--- src/rtl/smem_pkg.sv ---
`timescale 1ns/1ps
package smem_pkg;
    localparam int TIM_W = 6;

    typedef logic [TIM_W-1:0] tcnt_t;

    // Timing set for one access: data strobe, chip-select line, total span
    typedef struct packed {
        tcnt_t stb_setup;
        tcnt_t stb_pulse;
        tcnt_t sel_setup;
        tcnt_t sel_pulse;
        tcnt_t span;
    } tmg_t;

    function automatic tmg_t mk_tmg(int ss, int sp, int cs, int cp, int sn);
        tmg_t t;
        t.stb_setup = tcnt_t'(ss);
        t.stb_pulse = tcnt_t'(sp);
        t.sel_setup = tcnt_t'(cs);
        t.sel_pulse = tcnt_t'(cp);
        t.span      = tcnt_t'(sn);
        return t;
    endfunction

    // Fixed minimal waveforms used while the master clock runs slow
    localparam tmg_t SLOW_RD = mk_tmg(1, 1, 0, 2, 2);
    localparam tmg_t SLOW_WR = mk_tmg(1, 1, 0, 3, 3);
endpackage

--- src/rtl/smem_win.sv ---
`timescale 1ns/1ps
module smem_win #(
    parameter int W = 6
) (
    input  logic [W-1:0] cnt,
    input  logic [W-1:0] setup,
    input  logic [W-1:0] pulse,
    output logic         on
);
    logic [W:0] stop;

    assign stop = {1'b0, setup} + {1'b0, pulse};
    assign on   = (cnt >= setup) && ({1'b0, cnt} < stop);
endmodule

--- src/rtl/smem_tmg_sel.sv ---
`timescale 1ns/1ps
module smem_tmg_sel
    import smem_pkg::*;
#(
    parameter int NUM_CS = 4,
    parameter int CS_W   = 2,
    localparam int VW    = NUM_CS * TIM_W
) (
    input  logic            slow,
    input  logic            wr,
    input  logic [CS_W-1:0] cs,
    input  logic [VW-1:0]   rd_stb_setup,
    input  logic [VW-1:0]   rd_stb_pulse,
    input  logic [VW-1:0]   rd_sel_setup,
    input  logic [VW-1:0]   rd_sel_pulse,
    input  logic [VW-1:0]   rd_span,
    input  logic [VW-1:0]   wr_stb_setup,
    input  logic [VW-1:0]   wr_stb_pulse,
    input  logic [VW-1:0]   wr_sel_setup,
    input  logic [VW-1:0]   wr_sel_pulse,
    input  logic [VW-1:0]   wr_span,
    output tmg_t            tmg
);
    tmg_t rd_tab [NUM_CS];
    tmg_t wr_tab [NUM_CS];

    for (genvar i = 0; i < NUM_CS; i++) begin : g_tab
        assign rd_tab[i] = '{stb_setup: rd_stb_setup[i*TIM_W +: TIM_W],
                             stb_pulse: rd_stb_pulse[i*TIM_W +: TIM_W],
                             sel_setup: rd_sel_setup[i*TIM_W +: TIM_W],
                             sel_pulse: rd_sel_pulse[i*TIM_W +: TIM_W],
                             span:      rd_span[i*TIM_W +: TIM_W]};
        assign wr_tab[i] = '{stb_setup: wr_stb_setup[i*TIM_W +: TIM_W],
                             stb_pulse: wr_stb_pulse[i*TIM_W +: TIM_W],
                             sel_setup: wr_sel_setup[i*TIM_W +: TIM_W],
                             sel_pulse: wr_sel_pulse[i*TIM_W +: TIM_W],
                             span:      wr_span[i*TIM_W +: TIM_W]};
    end

    always_comb begin
        if (slow) begin
            tmg = wr ? SLOW_WR : SLOW_RD;
        end else begin
            tmg = wr ? wr_tab[cs] : rd_tab[cs];
        end
    end
endmodule

--- src/rtl/smem_strobe_gen.sv ---
`timescale 1ns/1ps
module smem_strobe_gen
    import smem_pkg::*;
#(
    parameter int NUM_CS  = 4,
    parameter int ADDR_W  = 24,
    parameter int BE_W    = 4,
    localparam int CS_W   = (NUM_CS > 1) ? $clog2(NUM_CS) : 1,
    localparam int VW     = NUM_CS * TIM_W
) (
    input  logic              clk,
    input  logic              rst_n,
    input  logic              slow_mode,
    input  logic              req,
    input  logic              req_write,
    input  logic [CS_W-1:0]   req_cs,
    input  logic [ADDR_W-1:0] req_addr,
    input  logic [BE_W-1:0]   req_be,
    input  logic [VW-1:0]     rd_stb_setup,
    input  logic [VW-1:0]     rd_stb_pulse,
    input  logic [VW-1:0]     rd_sel_setup,
    input  logic [VW-1:0]     rd_sel_pulse,
    input  logic [VW-1:0]     rd_span,
    input  logic [VW-1:0]     wr_stb_setup,
    input  logic [VW-1:0]     wr_stb_pulse,
    input  logic [VW-1:0]     wr_sel_setup,
    input  logic [VW-1:0]     wr_sel_pulse,
    input  logic [VW-1:0]     wr_span,
    output logic [ADDR_W-1:0] mem_addr,
    output logic [NUM_CS-1:0] mem_cs_n,
    output logic              mem_rd_n,
    output logic              mem_wr_n,
    output logic [BE_W-1:0]   mem_be_n,
    output logic              done
);
    typedef struct packed {
        logic              busy;
        logic              wr;
        logic [CS_W-1:0]   cs;
        logic [ADDR_W-1:0] addr;
        logic [BE_W-1:0]   be;
        tcnt_t             cnt;
        tmg_t              tmg;
    } st_t;

    st_t   st_d, st_q;
    tmg_t  new_tmg;
    tcnt_t last_cnt;
    logic  last_cyc;
    logic  stb_on, sel_on;
    logic  busy_q;

    // Timing chosen at acceptance: slow set or the chip select's own set
    smem_tmg_sel #(.NUM_CS(NUM_CS), .CS_W(CS_W)) u_sel (
        .slow         (slow_mode),
        .wr           (req_write),
        .cs           (req_cs),
        .rd_stb_setup (rd_stb_setup),
        .rd_stb_pulse (rd_stb_pulse),
        .rd_sel_setup (rd_sel_setup),
        .rd_sel_pulse (rd_sel_pulse),
        .rd_span      (rd_span),
        .wr_stb_setup (wr_stb_setup),
        .wr_stb_pulse (wr_stb_pulse),
        .wr_sel_setup (wr_sel_setup),
        .wr_sel_pulse (wr_sel_pulse),
        .wr_span      (wr_span),
        .tmg          (new_tmg)
    );

    smem_win #(.W(TIM_W)) u_stb_win (
        .cnt   (st_q.cnt),
        .setup (st_q.tmg.stb_setup),
        .pulse (st_q.tmg.stb_pulse),
        .on    (stb_on)
    );

    smem_win #(.W(TIM_W)) u_sel_win (
        .cnt   (st_q.cnt),
        .setup (st_q.tmg.sel_setup),
        .pulse (st_q.tmg.sel_pulse),
        .on    (sel_on)
    );

    // A zero span is treated as a one-cycle access
    assign last_cnt = (st_q.tmg.span == '0) ? '0 : st_q.tmg.span - tcnt_t'(1);
    assign last_cyc = st_q.busy && (st_q.cnt == last_cnt);

    always_comb begin
        st_d = st_q;
        if (!st_q.busy) begin
            if (req) begin
                st_d.busy = 1'b1;
                st_d.wr   = req_write;
                st_d.cs   = req_cs;
                st_d.addr = req_addr;
                st_d.be   = req_be;
                st_d.cnt  = '0;
                st_d.tmg  = new_tmg;
            end
        end else if (last_cyc) begin
            st_d.busy = 1'b0;
            st_d.cnt  = '0;
        end else begin
            st_d.cnt = st_q.cnt + tcnt_t'(1);
        end
    end

    always_ff @(posedge clk or negedge rst_n) begin
        if (!rst_n) begin
            st_q <= '0;
        end else begin
            st_q <= st_d;
        end
    end

    for (genvar k = 0; k < NUM_CS; k++) begin : g_cs
        assign mem_cs_n[k] = ~(st_q.busy && sel_on && (st_q.cs == CS_W'(k)));
    end

    assign mem_addr = st_q.addr;
    assign mem_rd_n = ~(st_q.busy && !st_q.wr && stb_on);
    assign mem_wr_n = ~(st_q.busy && st_q.wr && stb_on);
    assign mem_be_n = st_q.busy ? ~st_q.be : '1;
    assign done     = last_cyc;
    assign busy_q   = st_q.busy;
endmodule

--- config.mk ---
export PLATFORM = sky130hd
export DESIGN_NAME = smem_strobe_gen
export DESIGN_NICKNAME = d
export VERILOG_FILES = /design/src/rtl/smem_pkg.sv /design/src/rtl/smem_win.sv /design/src/rtl/smem_tmg_sel.sv /design/src/rtl/smem_strobe_gen.sv
export SDC_FILE = /design/constraint.sdc
export NUM_CORES = 1
export LEC_CHECK = 0
export ABC_AREA = 1
export BUFFER_PORTS_ARGS = -buffer_cell sky130_fd_sc_hd__buf_2
export CAP_MARGIN = 20
export CORE_MARGIN = 10
export CORE_UTILIZATION = 50
export DETAILED_ROUTE_END_ITERATION = 8
export PLACE_DENSITY = 0.87
export SLEW_MARGIN = 20
export SYNTH_ARGS = -nofsm -noshare
export SYNTH_HDL_FRONTEND = slang
export SYNTH_SLANG_ARGS = --single-unit
export TNS_END_PERCENT = 10
--- constraint.sdc ---
create_clock -name clk -period 7 [get_ports clk]
set_input_delay 1.4 -clock clk [delete_from_list [all_inputs] [get_ports clk]]
set_output_delay 1.4 -clock clk [all_outputs]
set_load 0.05 [all_outputs]
After elaboration in Yosys (flattened, before gate mapping). Cells that the tools add are included. Widths: inputs -> output; s select.

Register bits: 68. Input bits: 275. Output and inout port bits: 35.

Add/sub/neg operators: 4. Magnitude comparators: 5. Equal/unequal tests: 4. Multiplexer cells: 16. Bitwise logic cells: 9. Reduce and logical (&&, ||, !) cells: 17.

Operators by type and width (number): $mux 30 (6); $bmux 30 s2 (2); $mux 68 (1); $mux 6 (3); $add 6x6->7 (2); $lt 6x7->1 (2); $ge 6x6->1 (2); $logic_and 1x1->1 (12); $mux 7 (1); $not 1->1 (7); $add 6x1->6 const B (1); $eq 6x6->1 (1); $logic_not 6->1 (1); $sub 6x1->6 const B (1); $eq 2x2->1 const B (2); $mux 4 (1); $not 4->4 (1); $ge 3x3->1 const B (1); $not 2->3 (1); $eq 2x1->1 const B (1); $logic_not 2->1 (1); $mux 1 (2); $reduce_and 2->1 (1); $reduce_bool 2->1 (1); $logic_not 1->1 (1).

Logic depth before layout (Yosys ltp). Gate-level depths: netlist of the first run.

Depth in word-level cells: 8. Gate-level depth with buffers: 13.

Cells and area by module. Synthesis of the first run repeated with hierarchy kept, for this count alone.

Cell total of the unflattened synthesis: 1010. Area total of the unflattened synthesis: 6780.3 µm².

By module, submodules not included: smem_strobe_gen (times used 1, cells an instance 278, area an instance 3115.5 µm²); smem_tmg_sel (times used 1, cells an instance 570, area an instance 2621.3 µm²); smem_win (times used 2, cells an instance 81, area an instance 521.8 µm²).

Least setup slack after synthesis of the first run. OpenSTA, ideal clock, no wires.

Kind: reg-to-output. Start point: reg st_q[24] in the netlist's numbering. End point: out mem_rd_n. Data arrival time: 2.327 ns. Path slack: 3.273 ns. Stages on the path, launching flop included: 11. Path buffers: 0. Cell sequence: dfrtp_1 -> ha_1 -> fa_1 -> nand3_1 -> nand2_1 -> xnor2_1 -> ha_1 -> a21oi_1 -> a21boi_0 -> o21ai_0 -> nand3_1.

Longest elaborated chain between the ends: 5. Elaborated cells on any way between the ends: 6.

RTL lines: start: declaration (RTL line smem_strobe_gen.sv:46) `st_t st_d, st_q;`; start signal: assignment (RTL line smem_strobe_gen.sv:113) `st_q <= st_d;`; $add 6x6->7 (RTL line smem_win.sv:12) `assign stop = {1'b0, setup} + {1'b0, pulse};`; $lt 6x7->1 (RTL line smem_win.sv:13) `assign on = (cnt >= setup) && ({1'b0, cnt} < stop);`; $logic_and 1x1->1 (*) (RTL line smem_win.sv:13); $logic_and 1x1->1 (*) (RTL line smem_strobe_gen.sv:122) `assign mem_rd_n = ~(st_q.busy && !st_q.wr && stb_on);`; $not 1->1 (*) (RTL line smem_strobe_gen.sv:122); end: declaration (RTL line smem_strobe_gen.sv:31) `output logic mem_rd_n,`.

Every way passes the cells marked *; elsewhere a longest branch is shown, timed or not.

Final worst setup path of the first run.
Start point: reg st_q[20] in the netlist's numbering. End point: out mem_rd_n.

Longest elaborated chain between the ends: 5.

RTL lines (RTL line): $add 6x6->7 (smem_win.sv:12); $lt 6x7->1 (smem_win.sv:13); $logic_and 1x1->1 (smem_win.sv:13); $logic_and 1x1->1 (smem_strobe_gen.sv:122); $not 1->1 (smem_strobe_gen.sv:122).

No other way between the ends.

==> impl_metrics.csv, run 1 <==
group,metric,value,unit
place,dp_slack,3.12,ns
clocking,clk_pin_slew,0.06,ns
timing,post-route-period-util,61.7,%
floorplan,die_h,129,µm
clocking,cts_resized,0,
outcome,status,"finished, final reports clean",
finish,fin_area,7650,µm²
route,post-route-drc-count,0,
clocking,htreeDepth,3,
critical_path,path_class,"reg2out",
grt,grt_max_degree,79,
floorplan,die_area,16700,µm²
grt,grt_pass1_vias,7071,
timing,max_clock_freq,231,MHz
clocking,clkLatencyLatePin,0.33,ns
route,via_per_inst,5.55,
grt,grt.total_usage,27.1,%
timing,rsz0062_at_grt,"no",
yosys,syn_area_per_cell,6.79,µm²
yosys,synth_area,5980,µm²
place,gp_congestion,0.929,
timing,setup_tns,0,ns
clocking,root_buffer,"clkbuf_16",
floorplan,core_area,11600,µm²
place,dp_hpwl,18300,µm
yosys,synth_fp_nets,1194,
timing,fin_ws,2.68,ns
timing,setup_viol,0,
power,finalPower,1.11,mW
clocking,cts_buffer_depth,2,
route,wl_per_cell,18.4,µm
timing,period_minus_slack,4.32,ns
yosys,synth_area_leaders,"dfrtp_1, nand2_1, nor2_1, o21ai_0, ha_1",
route,drt_iter0_markers,649,
timing,max_slew_margin,34.2,%
grt,overflow,0,
finish,final_common_cell,"buf_2",
finish,finalNetCount,1438,
power,ir_drop,114,µV
hold_path,worstHoldPathCells,2,
route,vias,7071,
route,routed_wl,23500,µm
route,ant_nets,0,
finish,fin_cells,1274,
finish,fillers,1026,
yosys,ys.warnings.count,0,
job,drv_cap,0,
place,port_buffers,309,
timing,slew_violations,0,
clocking,cts_tree,"done",
floorplan,rows,39,
critical_path,critPathMaxFanout,4,
finish,fin_util,66.2,%
yosys,yosysTopAreaCellShare,28.5,%
timing,clock_skew,0.00262,ns
yosys,synth_top_area_cell,"dfrtp_1",
critical_path,reg2regPathDepth,7,
yosys,ys_ff_latch,68,
yosys,synthDistinctLibCells,35,
critical_path,worst_ep_arrival_time,2.92,ns
timing,tightestPinTransition,0.986,ns
critical_path,cp-start-kind,"register",
timing,hold_slack,0.473,ns
clocking,cts_sinks,68,
timing,finalHoldViolCount,0,
hold_path,hold_path.class,"reg2reg",
route,first_pass_iters,5,
critical_path,end_kind,"output port",
yosys,synthCells,881,
critical_path,crit_required,5.60,ns
floorplan,initial_core_util,51.7,%
clocking,numCtsBuffers,9,
clocking,cts_hold_buf,0,
clocking,post-cts-setup-buffer-count,0,
finish,area_growth,28.0,%
power,p_leak,4.19,nW
floorplan,ios,310,
finish,drive_gt1_share,31.2,%
grt,antenna_found_initial,0,
yosys,yosysSeqAreaShare,28.5,%
power,power.density,145,nW/µm²
place,dp.cells,1257,
finish,final_cell_mix,"buf_2, nand2_1, nor2_1",
place,dpl-instance-area,7300,µm²
grt,grt_first_pass_wirelength,36500,µm
floorplan,die_w,129,µm
per-layer routing:
metal	share of wire (%)	global-route usage, %	wire, µm	vias to the layer above
met4	2.3	7.76	547	0
met2	50	47.1	11900	314
met1	38	32.1	8890	3233
li1	-	-	-	3484
met5	0	0	0	-
met3	9.3	7.26	2190	40
cell families after synthesis:
family                   synth area share [%]
AND/OR/NAND/NOR                          27.4
AO/OA/AOI/OAI                            24.5
buffers and inverters                    10.3
flip-flops                               28.5
adder cells (fa/ha/maj)                  8.20
XOR/XNOR                                 1.17
registers in the layout, indices dropped and copies added, names as in the netlist:
name      count
st_q         43
mem_addr     24
busy_q        1
area by class of cell:
type                            instances  area, µm²  area share (%)
Clock buffer                           10        239            3.12
Antenna cell                            1       2.50          0.0327
Clock inverter                          6        111            1.46
Tap cell                              143        179            2.34
Sequential cell                        68       1700            22.2
Multi-Input combinational cell        689       3660            47.9
Inverter                               42        159            2.08
Timing Repair Buffer                  315       1590            20.8
cells in the mapped netlist, drive strengths merged:
master,number
nand3b,1
o221ai,27
nand3,41
and2,1
xor2,2
a21o,4
a22oi,1
dfrtp,68
nand4,8
inv,41
fa,2
nand2,201
o211ai,26
ha,36
xnor2,6
a31oi,1
nor2,141
clkinv,1
a21oi,21
a21boi,2
o22ai,28
o21ai,139
nor3,1
buf,63
clkbuf,19
worst paths after layout:
| path | from | end | slack, ns |
|---|---|---|---|
| worst max-delay path | st_q[20] | mem_rd_n | 2.68 |
| worst min-delay path | mem_addr[17] | mem_addr[17] | 0.47 |
| worst max register to register | busy_q | st_q[24] | 4.76 |
| worst min register to register | mem_addr[17] | mem_addr[17] | 0.47 |
| max in group asynchronous | rst_n | st_q[13] | 5.19 |
| min in group asynchronous | rst_n | mem_addr[8] | 1.25 |
report_power, final:
part	internal, mW	leakage, nW	total, mW	switching (mW)
Combinational	0.0869	3.16	0.185	0.0978
Sequential	0.393	0.857	0.393	0
Clock	0.358	0.169	0.532	0.175
Total	0.838	4.19	1.11	0.272
worst max-delay path, cell delays in order, from the launching register on:
cell	delay [ns]
dfrtp_1	0.39
ha_1	0.37
a21oi_1	0.18
nand2_1	0.10
a21o_1	0.17
a21oi_1	0.17
xor2_1	0.17
ha_1	0.24
a21boi_0	0.13
o21ai_0	0.33
nand3_1	0.12
buf_2	0.23
Note: power is estimated with default switching activity, not from simulation.
==> run 2: changes to the inputs <==
--- a/config.mk
+++ b/config.mk
@@ -5,13 +5,13 @@
 export SDC_FILE = /design/constraint.sdc
 export NUM_CORES = 1
 export LEC_CHECK = 0
-export ABC_AREA = 1
+export ABC_AREA = 0
 export BUFFER_PORTS_ARGS = -buffer_cell sky130_fd_sc_hd__buf_2
 export CAP_MARGIN = 20
 export CORE_MARGIN = 10
-export CORE_UTILIZATION = 50
+export CORE_UTILIZATION = 46
 export DETAILED_ROUTE_END_ITERATION = 8
-export PLACE_DENSITY = 0.87
+export PLACE_DENSITY = 0.82
 export SLEW_MARGIN = 20
 export SYNTH_ARGS = -nofsm -noshare
 export SYNTH_HDL_FRONTEND = slang
==> constraint.sdc (replaced) <==
create_clock -name clk -period 4 [get_ports clk]
set_input_delay 0.8 -clock clk [delete_from_list [all_inputs] [get_ports clk]]
set_output_delay 0.8 -clock clk [all_outputs]
set_load 0.05 [all_outputs]
==> impl_metrics.csv, run 2 <==
group,metric,value,unit
outcome,status,"finished, final reports clean",
route,wl_per_cell,20.5,µm
yosys,yosysSeqAreaShare,29.4,%
route,post-route-drc-count,0,
critical_path,crit_required,3.20,ns
yosys,yosys-top-cells-count,"dfrtp_1, mux4_2, nand2_1, o21ai_0, ha_1",
power,p_leak,3.80,nW
timing,rsz0062_at_grt,"no",
grt,grt_pass1_vias,5756,
yosys,yosysMostFrequentCell,"dfrtp_1",
yosys,synth_area,5780,µm²
grt,grt_max_degree,54,
yosys,synth_top_area_cell,"dfrtp_1",
grt,antenna_found_initial,1,
finish,drive_gt1_share,56.0,%
yosys,synthDistinctLibCells,50,
floorplan,die_h,132,µm
critical_path,cp-start-kind,"register",
yosys,synth_fp_nets,819,
critical_path,crit_path_start,"st_q[6]",
critical_path,critPathMaxFanout,4,
floorplan,initial_core_util,47.5,%
timing,slew_violations,0,
clocking,cts_hold_buf,0,
finish,fin_util,62.5,%
timing,period_minus_slack,3.87,ns
finish,final_cell_mix,"buf_2, dfrtp_1, mux4_2",
floorplan,ios,310,
power,power_switching,2.34,mW
power,combPwrFrac,57.4,%
floorplan,core_area,12200,µm²
clocking,htreeDepth,3,
timing,post-route-period-util,96.7,%
place,gp_congestion,0.876,
critical_path,r2r_end,"st_q[34]",
timing,tightestPinTransition,0.940,ns
job,drv_cap,0,
place,port_buffers,309,
power,p_clk_share,16.5,%
yosys,syn_area_per_cell,11.4,µm²
critical_path,crit_path_end,"mem_cs_n[2]",
finish,antenna_cells,0,
yosys,ys.flop_type,"dfrtp_1",
timing,setup_tns,0,ns
yosys,yosysTopAreaCellShare,29.4,%
floorplan,die_area,17500,µm²
critical_path,ff2ff_setup_slack,1.24,ns
clocking,numCtsBuffers,9,
clocking,root_buffer,"clkbuf_16",
finish,seqCellArea,1700,µm²
yosys,synth_edf_count,0,
floorplan,die_w,132,µm
hold_path,hold_path.class,"reg2reg",
finish,regMostFlops,"st_q",
route,first_pass_iters,5,
route,via_per_inst,5.45,
clocking,cts_buffer_depth,2,
finish,fillers,1000,
clocking,cts_sinks,68,
yosys,synthCells,506,
place,dp_hpwl,16500,µm
critical_path,reg2reg_from,"st_q[0]",
hold_path,worstHoldPathCells,2,
clocking,clk_pin_slew,0.06,ns
finish,finalNetCount,1087,
yosys,synth_area_leaders,"dfrtp_1, mux4_2, ha_1, mux2_2, mux2i_1",
critical_path,reg2regPathDepth,8,
timing,max_clock_freq,259,MHz
power,ir_drop,269,µV
timing,clock_skew,0.00396,ns
finish,final_common_cell,"buf_2",
timing,setup_viol,0,
floorplan,rows,40,
yosys,ys.warnings.count,0,
timing,max_slew_margin,37.3,%
power,power.density,673,nW/µm²
grt,overflow,0,
route,routed_wl,19400,µm
power,intPower,2.77,mW
clocking,clkLatencyLatePin,0.33,ns
power,pwr-share-seq,26.1,%
grt,grt_first_pass_wirelength,30600,µm
critical_path,end_kind,"output port",
route,vias,5165,
grt,grt.total_usage,21.6,%
finish,largest_reg_flops,43,
finish,multi_input_comb_area,3670,µm²
timing,finalHoldViolCount,0,
yosys,ys_ff_latch,68,
power,switching_share,45.8,%
finish,area_growth,31.5,%
route,ant_nets,0,
clocking,cts_tree,"done",
route,drt_iter0_markers,275,
critical_path,worst_ep_arrival_time,3.07,ns
yosys,async_reset_ff_share,100,%
critical_path,path_class,"reg2out",
==> run 2: cell types whose count changed after synthesis, sizes merged, moves of 25 or more <==
cell / previous run / this run
mux2: 0 / 32
mux4: 0 / 60
nand2: 201 / 47
nand3: 41 / 3
nor2: 141 / 13
o21ai: 139 / 37
o221ai: 27 / 1
o22ai: 28 / 3
==> run 2: power groups by stage <==
stage	clock (mW)	sequential (mW)	combinational, mW
4_1_cts	0.860	1.33	2.92
5_1_grt	0.886	1.39	3.24
2_1_floorplan	0	1.20	2.47
3_5_place_dp	0	1.34	2.89
3_3_place_gp	0	1.32	2.82
6_report	0.842	1.34	2.94
==> run 2: cells by family (layout without fill, tap and decap cells) <==
| kind of cell | Yosys count | after routing | synth area share (%) |
|---|---|---|---|
| buffers and inverters | 80 | 353 | 7.21 |
| xor gates and xnor gates | 11 | 11 | 1.67 |
| muxes | 116 | 116 | 33.8 |
| and+or+nand+nor | 98 | 98 | 8.27 |
| adders and majority gates | 38 | 38 | 8.48 |
| DFF | 68 | 68 | 29.4 |
| AOI/OAI and AO/OA | 95 | 95 | 11.2 |
==> run 2: worst min path at each step <==
stage | to | slack (ns) | start
after floorplan | st_q[10] | 0.46 | st_q[10]
after global placement | st_q[10] | 0.47 | st_q[10]
after detailed placement | st_q[10] | 0.48 | st_q[10]
after CTS | st_q[11] | 0.50 | st_q[11]
after global routing | mem_addr[14] | 0.51 | mem_addr[14]
final | st_q[10] | 0.49 | st_q[10]
==> run 2: repair_timing <==
item,in CTS,in global routing
resized for setup,0,10
buffers inserted,0,0
endpoints found under the setup margin,0,5
==> run 2: final cells by class <==
type                    count  area share (%)
multi-input cells         358            48.3
flip-flops and latches     68            22.4
repair buffers            315            21.3
clock buffers              10            3.01
well taps                 168            2.76
clock inverters             6            1.17
inverters                  22            1.09
==> run 2: layer usage <==
| layer | track usage, % | vias up | wire length [µm] |
|---|---|---|---|
| li1 | - | 2431 | - |
| met4 | 5.87 | 2 | 334 |
| met3 | 6.29 | 28 | 1430 |
| met2 | 40.3 | 198 | 10600 |
| met5 | 0 | - | 13 |
| met1 | 23.0 | 2506 | 7080 |
==> run 2: worst max-delay path, stage by stage, from the launching register on <==
cell       delay, ns
dfrtp_1         0.39
ha_2            0.21
fa_1            0.47
inv_1           0.04
ha_1            0.27
a21o_1          0.15
a21o_1          0.16
a21o_1          0.18
a2111oi_2       0.35
buf_4           0.19
o211ai_1        0.08
buf_4           0.23
==> run 2: per-stage QoR <==
| step | instance area, µm² | total power [mW] | instances | worst slack (ns) | hold slack, ns |
|---|---|---|---|---|---|
| floorplan | 5780 | 3.68 | 506 | 0.146 | 0.456 |
| global placement | 7270 | 4.14 | 931 | 0.417 | 0.474 |
| detailed placement | 7270 | 4.24 | 931 | 0.394 | 0.481 |
| CTS | 7580 | 5.11 | 947 | 0.0147 | 0.497 |
| global route | 7600 | 5.51 | 947 | 0.00865 | 0.511 |
| finish | 7600 | 5.12 | 947 | 0.132 | 0.487 |
==> run 3: changes to the inputs <==
--- a/config.mk
+++ b/config.mk
@@ -6,7 +6,7 @@
 export NUM_CORES = 1
 export LEC_CHECK = 0
 export ABC_AREA = 0
-export BUFFER_PORTS_ARGS = -buffer_cell sky130_fd_sc_hd__buf_2
+export BUFFER_PORTS_ARGS = -buffer_cell sky130_fd_sc_hd__buf_4
 export CAP_MARGIN = 20
 export CORE_MARGIN = 10
 export CORE_UTILIZATION = 46
==> impl_metrics.csv, run 3 (synthesized netlist as in run 2, its figures left out) <==
group,metric,value,unit
timing,finalHoldViolCount,0,
timing,post-route-period-util,96.2,%
finish,final_cell_mix,"buf_4, dfrtp_1, mux4_2",
place,gp_congestion,0.899,
critical_path,path_depth,10,
job,drv_cap,0,
power,intPower,2.90,mW
route,vias,5175,
power,p_clk_share,14.3,%
timing,fin_ws,0.153,ns
floorplan,rows,40,
power,finalPower,5.29,mW
grt,overflow,0,
power,power_switching,2.39,mW
critical_path,path_class,"reg2out",
clocking,cts_buffer_depth,2,
finish,fin_util,68.4,%
timing,max_slew_margin,42.6,%
timing,max_clock_freq,260,MHz
critical_path,path_cells,"ha_2, fa_1, a21o_1, a21oi_2, xor2_1, ha_1, a2111oi_2, buf_4, o211ai_1, buf_4",
grt,grt_first_pass_wirelength,32200,µm
clocking,cts_tree,"done",
grt,grt.total_usage,23.1,%
critical_path,critPathMaxFanout,4,
finish,drive_gt1_share,55.7,%
critical_path,cp-start-kind,"register",
critical_path,end_kind,"output port",
floorplan,ios,310,
finish,antenna_cells,0,
finish,fin_area,8320,µm²
finish,final_common_cell,"buf_4",
hold_path,worstHoldPathCells,2,
finish,fin_cells,945,
timing,setup_tns,0,ns
place,dp.cells,928,
critical_path,crit_family,"adder cells",
clocking,clkLatencyLatePin,0.33,ns
clocking,cts_sinks,68,
timing,slew_violations,0,
critical_path,crit_top_cell,"buf_4",
power,switching_share,45.1,%
finish,largest_reg_flops,43,
power,combPwrFrac,60.2,%
outcome,status,"finished, final reports clean",
place,dp_hpwl,17400,µm
finish,regMostFlops,"st_q",
route,post-route-drc-count,0,
finish,area_growth,43.9,%
finish,finalNetCount,1085,
power,pwr-share-seq,25.5,%
clocking,root_buffer,"clkbuf_16",
route,wl_per_cell,21.7,µm
finish,fillers,902,
floorplan,die_h,132,µm
critical_path,reg2regPathDepth,8,
timing,clock_skew,0.00341,ns
floorplan,die_area,17500,µm²
floorplan,die_w,132,µm
grt,grt_pass1_vias,6008,
route,via_per_inst,5.48,
timing,hold_slack,0.485,ns
power,p_leak,4.04,nW
place,dpl-instance-area,8020,µm²
critical_path,cp_num_buf_inv,2,
timing,setup_viol,0,
clocking,clk_pin_slew,0.05,ns
route,first_pass_iters,4,
clocking,numCtsBuffers,9,
clocking,cts_hold_buf,0,
power,power.density,636,nW/µm²
power,ir_drop,258,µV
timing,rsz0062_at_grt,"no",
critical_path,slowest_delay,0.42,ns
grt,antenna_found_initial,0,
critical_path,slowest_stage,"fa_1",
grt,grt_max_degree,69,
timing,tightestPinTransition,0.861,ns
route,routed_wl,20500,µm
place,port_buffers,309,
critical_path,worst_ep_arrival_time,3.05,ns
floorplan,core_area,12200,µm²
floorplan,initial_core_util,47.5,%
route,ant_nets,0,
place,dp_slack,0.303,ns
critical_path,crit_required,3.20,ns
timing,period_minus_slack,3.85,ns
route,drt_iter0_markers,265,
clocking,htreeDepth,3,
hold_path,hold_path.class,"reg2reg",
run 3: cell count changes in the layout (fill, tap and decap cells not counted), sizes merged:
cell,before,now
buf,314,313
clkinvlp,2,0
clkinv,2,1
clkbuf,11,14
bufinv,2,1
run 3: power groups by stage:
stage               Clock [mW]  Sequential (mW)  Combinational [mW]
finish                   0.758             1.35                3.18
global route             0.802             1.40                3.49
CTS                      0.768             1.35                3.16
detailed placement           0             1.35                3.13
global placement             0             1.33                3.00
floorplan                    0             1.20                2.47
run 3: worst paths after layout:
| kind | start | endpoint | slack (ns) |
|---|---|---|---|
| setup / recovery | st_q[12] | mem_cs_n[2] | 0.15 |
| hold reg to reg | st_q[10] | st_q[10] | 0.49 |
| setup reg to reg | st_q[0] | st_q[34] | 1.26 |
| max in group asynchronous | rst_n | st_q[28] | 2.85 |
| hold / removal | st_q[10] | st_q[10] | 0.49 |
| min in group asynchronous | rst_n | mem_addr[11] | 0.55 |
run 3: what timing repair did:
action | in CTS | in global routing
resized for setup | 0 | 6
endpoints found under the setup margin | 0 | 5
setup buffers | 0 | 1
endpoints found under the hold margin | 0 | 0
run 3: cell type report:
class / count / area [µm²] / share of cell area (%)
Inverter: 22 / 82.6 / 0.992
Multi-Input combinational cell: 358 / 3680 / 44.3
Clock inverter: 2 / 35.0 / 0.421
Timing Repair Buffer: 313 / 2360 / 28.4
Tap cell: 168 / 210 / 2.53
Sequential cell: 68 / 1700 / 20.5
Clock buffer: 14 / 244 / 2.93
run 3: metal layers:
metal | track usage [%] | share of wire (%) | vias to the layer above
met5 | 0 | 0 | -
met4 | 7.79 | 2.9 | 0
met3 | 7.05 | 6.7 | 43
met2 | 42.0 | 54 | 190
met1 | 24.6 | 36 | 2523
li1 | - | - | 2419
run 3: worst register-to-register path, cell delays in order (launching register included):
cell	delay, ns
dfrtp_1	0.42
inv_1	0.11
ha_2	0.26
or3b_4	0.44
o311ai_2	0.27
nand4_2	0.18
o41ai_4	0.56
nor3_1	0.10
a211o_1	0.28
